## src/rtl/bss_pkg.sv

```systemverilog
package bss_pkg;
  function automatic int cnt_width(input int limit);
    return (limit < 2) ? 1 : $clog2(limit + 1);
  endfunction
endpackage

```

## src/rtl/bss_sync2.sv

```systemverilog
module bss_sync2 #(
  parameter int WIDTH = 2
) (
  input  logic             clk_i,
  input  logic             rst_ni,
  input  logic [WIDTH-1:0] d_i,
  output logic [WIDTH-1:0] q_o
);
  for (genvar b = 0; b < WIDTH; b++) begin : g_bit
    logic ff1_q, ff2_q;
    always_ff @(posedge clk_i or negedge rst_ni) begin
      if (!rst_ni) begin
        ff1_q <= 1'b0;
        ff2_q <= 1'b0;
      end else begin
        ff1_q <= d_i[b];
        ff2_q <= ff1_q;
      end
    end
    assign q_o[b] = ff2_q;
  end
endmodule

```

## src/rtl/bss_settle.sv

```systemverilog
module bss_settle
  import bss_pkg::*;
#(
  parameter int WIDTH         = 2,
  parameter int SETTLE_CYCLES = 20
) (
  input  logic             clk_i,
  input  logic             rst_ni,
  input  logic [WIDTH-1:0] sync_i,
  output logic             fire_o
);
  localparam int CW = cnt_width(SETTLE_CYCLES);
  localparam logic [CW-1:0] LIMIT = CW'(SETTLE_CYCLES);
  localparam logic [CW-1:0] LAST  = CW'(SETTLE_CYCLES - 1);

  logic [WIDTH-1:0] dly_q;
  logic [CW-1:0]    cnt_q;
  logic             chg;

  // per-bit edge detect, OR-reduced over the word
  assign chg = |(sync_i ^ dly_q);

  always_ff @(posedge clk_i or negedge rst_ni) begin
    if (!rst_ni) begin
      dly_q <= '0;
      cnt_q <= '0;
    end else begin
      dly_q <= sync_i;
      if (chg)                cnt_q <= '0;
      else if (cnt_q != LIMIT) cnt_q <= cnt_q + 1'b1;
    end
  end

  assign fire_o = !chg && (cnt_q == LAST);
endmodule

```

## src/rtl/bss_capture.sv

```systemverilog
module bss_capture #(
  parameter int WIDTH = 2
) (
  input  logic             clk_i,
  input  logic             rst_ni,
  input  logic             fire_i,
  input  logic [WIDTH-1:0] sync_i,
  output logic [WIDTH-1:0] word_o,
  output logic             upd_o
);
  logic [WIDTH-1:0] word_q;
  logic             upd_q;
  logic             differs;

  assign differs = (sync_i != word_q);

  always_ff @(posedge clk_i or negedge rst_ni) begin
    if (!rst_ni) begin
      word_q <= '0;
      upd_q  <= 1'b0;
    end else begin
      upd_q <= fire_i && differs;
      if (fire_i && differs) word_q <= sync_i;
    end
  end

  assign word_o = word_q;
  assign upd_o  = upd_q;
endmodule

```

## src/rtl/bus_settle_sync.sv

```systemverilog
module bus_settle_sync #(
  parameter int WIDTH         = 2,
  parameter int SETTLE_CYCLES = 20
) (
  input  logic             clk_i,
  input  logic             rst_ni,
  input  logic [WIDTH-1:0] bus_i,
  output logic [WIDTH-1:0] word_o,
  output logic             upd_o
);
  logic [WIDTH-1:0] sync_w;
  logic             fire_w;

  bss_sync2 #(.WIDTH(WIDTH)) u_sync (
    .clk_i (clk_i),
    .rst_ni(rst_ni),
    .d_i   (bus_i),
    .q_o   (sync_w)
  );

  bss_settle #(.WIDTH(WIDTH), .SETTLE_CYCLES(SETTLE_CYCLES)) u_settle (
    .clk_i (clk_i),
    .rst_ni(rst_ni),
    .sync_i(sync_w),
    .fire_o(fire_w)
  );

  bss_capture #(.WIDTH(WIDTH)) u_cap (
    .clk_i (clk_i),
    .rst_ni(rst_ni),
    .fire_i(fire_w),
    .sync_i(sync_w),
    .word_o(word_o),
    .upd_o (upd_o)
  );
endmodule

```

## config.mk

```make
export PLATFORM = sky130hd
export DESIGN_NAME = bus_settle_sync
export DESIGN_NICKNAME = d
export VERILOG_FILES = /design/src/rtl/bss_pkg.sv /design/src/rtl/bss_sync2.sv /design/src/rtl/bss_settle.sv /design/src/rtl/bss_capture.sv /design/src/rtl/bus_settle_sync.sv
export SDC_FILE = /design/constraint.sdc
export NUM_CORES = 1
export LEC_CHECK = 0
export BUFFER_PORTS_ARGS = -buffer_cell sky130_fd_sc_hd__clkbuf_2
export CORE_MARGIN = 4
export CORE_UTILIZATION = 33
export CTS_BUF_LIST = sky130_fd_sc_hd__clkbuf_8
export DETAILED_ROUTE_END_ITERATION = 10
export GPL_TIMING_DRIVEN = 0
export PLACE_DENSITY_LB_ADDON = 0.15
export SYNTH_ARGS = -nofsm -noshare
export SYNTH_HDL_FRONTEND = slang
export SYNTH_SLANG_ARGS = --single-unit
```

## constraint.sdc

```tcl
create_clock -name clk_i -period 1.8 [get_ports clk_i]
set_input_delay 0.09 -clock clk_i [delete_from_list [all_inputs] [get_ports clk_i]]
set_output_delay 0.09 -clock clk_i [all_outputs]
set_load 0.02 [all_outputs]
```

==> results.md <==
* Run status: finished clean
* Logic pwr share at around 6.4%
* Switch share at between 20% and 30%
* CP cell instances: ha_1 > and4bb_1 > nand3_2 > mux2_1
* R2R Path Start: u_settle.cnt_q[0]$_DFFE_PN0P_
* Setup bufs post-CTS at 0
* Worst min-delay path class: in2async
* Avg Inst Size Synth at 13.7 um2
* Drt drc at 0
* Core area at 1580 um2
* R2R setup slack at between 0.3 and 0.4 ns
* Global-route wire length before repair at 1.58 mm
* CP peak stage delay at 0.42 ns
* CP Class: reg2reg
* Clock power share at 43.8%
* # clock sinks at 14
* Syn Inst Count at 42
* Number of global-route vias before repair at 379
* Die Y at 49.8 um
* Clock-pin slew on the worst setup and hold paths at 0.06 ns
* CTS H-tree lvls at 1
* Crit path buf inv count at 0
* CP endpoint kind: flop
* Reg power frac at 49.7%
* Highest Clock Rate at 0.689 GHz
* Final hold viol count at 0
* P per Cell Area at 952 nW/um2
* Maxcap violations at 0
* Commonest non-fill, non-tap cells in the layout: dfrtp_1 (14), clkbuf_2 (6), xnor2_1 (4), nor2_1 (4), clkbuf_8 (4)
* Global Route Usage Sum at 8.67%
* Gr busiest metal: met2
* Tot Pwr at 677 uW
* Routed vias at between 300 and 400
* Final clock skew at a little under 0.005 ns
* Sw Pwr at approximately 140 uW
* DP HPWL at 646 um
* Worst slew pin tran at 0.332 ns
* Slew Viols, Final at 0
* Global-route met1 utilization at 10.3%
* Area of the multi-input gates at 219 um2
* Starting Density at 36.6%
* IO buf count at 6
* YS warnings at 0
* GRT Residual Overflow at 0
* Post-DR vias/cell at approximately 5
* Register area at roughly 350 um2
* Post-DRT Antenna Nets at 0
* Rel. slew slack at between 70 and 80%
* Int Pwr at 541 uW
* Worst skew pair latency at between 0.2 and 0.25 ns
* Largest net degree at the start of global routing at 15
* # rows at 14
* Critical Path RT at about 1.9 ns
* DR iter-0 viols at 4
* Max VDD drop at 0.474 mV
* Leakage at between 0.0003 and 0.0004 uW
* TritonRoute pass-1 iters at 2
* Reg2reg end: u_cap.word_o[1]$_DFFE_PN0P_
* Crit path launch type: flop
* CP Data Arrival Time at between 1.5 and 2 ns
* Mapped Area at ~580 um2
* GP Congestion at 0.666
* Area growth from synthesis to layout at 23.4%
* DR WL/cell at between 10 and 15 um
* R2R depth at 4
* Setup_tns at 0 ns
* Period Utilization, post-route at 80.6%
* Die X at 49.8 um
* CP max stage cell: dfrtp_1
* Final Setup Violations at 0
* WL final at roughly 880 um
* Sequential fraction of the synthesis area at about three fifths
* Post-CTS Resized at 0
* TritonCTS clock tree: built
* Unrepaired setup endpoints after global routing: no
* Root buffer cell: clkbuf_8
* Total CTS buffers at 3
* Crit Path Max Fanout at 4
* Commonest non-fill, non-tap cell in the layout: dfrtp_1
* Met2 Usage GRT at 11.2%
* Share of cells above drive strength 1 at 23.6%
* CTS Buffer Depth at 2
* Num ports at 7
* Initial antenna violation count at 0
* Fillers at between 100 and 150
* Fin nets at 62
* Die area at roughly 2500 um2
* CP top delay family: flip-flops
* GR Layer Usage met3 at about 4.5%
* Minimum clock period at 1.45 ns
* # diodes at 0
* Flops & latches, synth at 14
* Post-synth cell types at 15
* Post-synth net total at 48
## state kept, by name, summed over array words and instances (netlist names)
signal / cells
u_sync.g_bit.ff2_q: 2
u_cap.upd_o: 1
u_sync.g_bit.ff1_q: 2
u_cap.word_o: 2
u_settle.dly_q: 2
u_settle.cnt_q: 5
## synthesized netlist by cell type, drive strengths merged
cell type	count	area, um2
ha	2	25.0
nor2	4	15.0
nand3	3	20.0
mux2i	2	20.0
xor2	1	8.76
dfrtp	14	350
a21oi	3	15.0
nand2	1	3.75
and4bb	1	12.5
inv	2	7.51
nand4b	1	8.76
xnor2	6	67.6
mux2	2	22.5
## per-stage QoR
| step | hold WS, ns | worst slack, ns | instance area [um2] | instances | utilization (%) |
|---|---|---|---|---|---|
| after floorplan | -0.206 | 0.444 | 577 | 42 | - |
| after global placement | -0.00500 | 0.381 | 627 | 64 | 39.8 |
| after detailed placement | 0.00278 | 0.347 | 627 | 64 | 39.8 |
| after CTS | 0.288 | 0.337 | 712 | 71 | 45.2 |
| after global routing | 0.310 | 0.306 | 712 | 71 | 45.2 |
| final | 0.280 | 0.349 | 712 | 71 | 45.2 |
## power groups by stage
stage          sequential, uW  clock (uW)  combinational (uW)
2_1_floorplan             340           0                25.5
3_3_place_gp              342           0                37.3
3_5_place_dp              342           0                39.3
4_1_cts                   337         308                44.7
5_1_grt                   338         326                50.1
6_report                  337         297                43.6
## routing by layer
metal	vias up	part of all wire, %
met5	-	0
met2	8	49
met3	0	6.0
met4	0	0
li1	165	-
met1	174	45
## worst max-delay path by stage
stage / startpoint / endpoint / slack (ns) / cells after the start
after global placement: u_settle.cnt_q[0]$_DFFE_PN0P_ / u_cap.word_o[1]$_DFFE_PN0P_ / 0.38 / 4
after floorplan: u_settle.cnt_q[0]$_DFFE_PN0P_ / u_cap.word_o[0]$_DFFE_PN0P_ / 0.44 / 4
after detailed placement: u_settle.cnt_q[0]$_DFFE_PN0P_ / u_cap.word_o[0]$_DFFE_PN0P_ / 0.35 / 4
after global routing: u_settle.cnt_q[0]$_DFFE_PN0P_ / u_cap.word_o[0]$_DFFE_PN0P_ / 0.31 / 4
final: u_settle.cnt_q[0]$_DFFE_PN0P_ / u_cap.word_o[1]$_DFFE_PN0P_ / 0.35 / 4
after CTS: u_settle.cnt_q[0]$_DFFE_PN0P_ / u_cap.word_o[0]$_DFFE_PN0P_ / 0.34 / 4
## kinds of logic after synthesis
| family | share of synthesized area (%) |
|---|---|
| XOR/XNOR | 13.2 |
| flip-flops | 60.7 |
| AO/OA/AOI/OAI | 2.60 |
| buffers and inverters | 1.30 |
| AND/OR/NAND/NOR | 10.4 |
| adder cells (fa/ha/maj) | 4.34 |
| multiplexers | 7.38 |
## what timing repair did
| action | 4_1_cts | 5_1_grt |
|---|---|---|
| setup endpoints to repair | 0 | 0 |
| hold buffers | 3 | 0 |
| hold endpoints to repair | 16 | 0 |
## cell type report
type / count / share of cell area (%)
flip-flops and latches: 14 / 49.2
multi-input cells: 26 / 30.8
repair buffers: 9 / 8.44
clock buffers: 4 / 7.73
well taps: 16 / 2.81
inverters: 2 / 1.05
No activity file was read; power rests on OpenSTA's default activity.
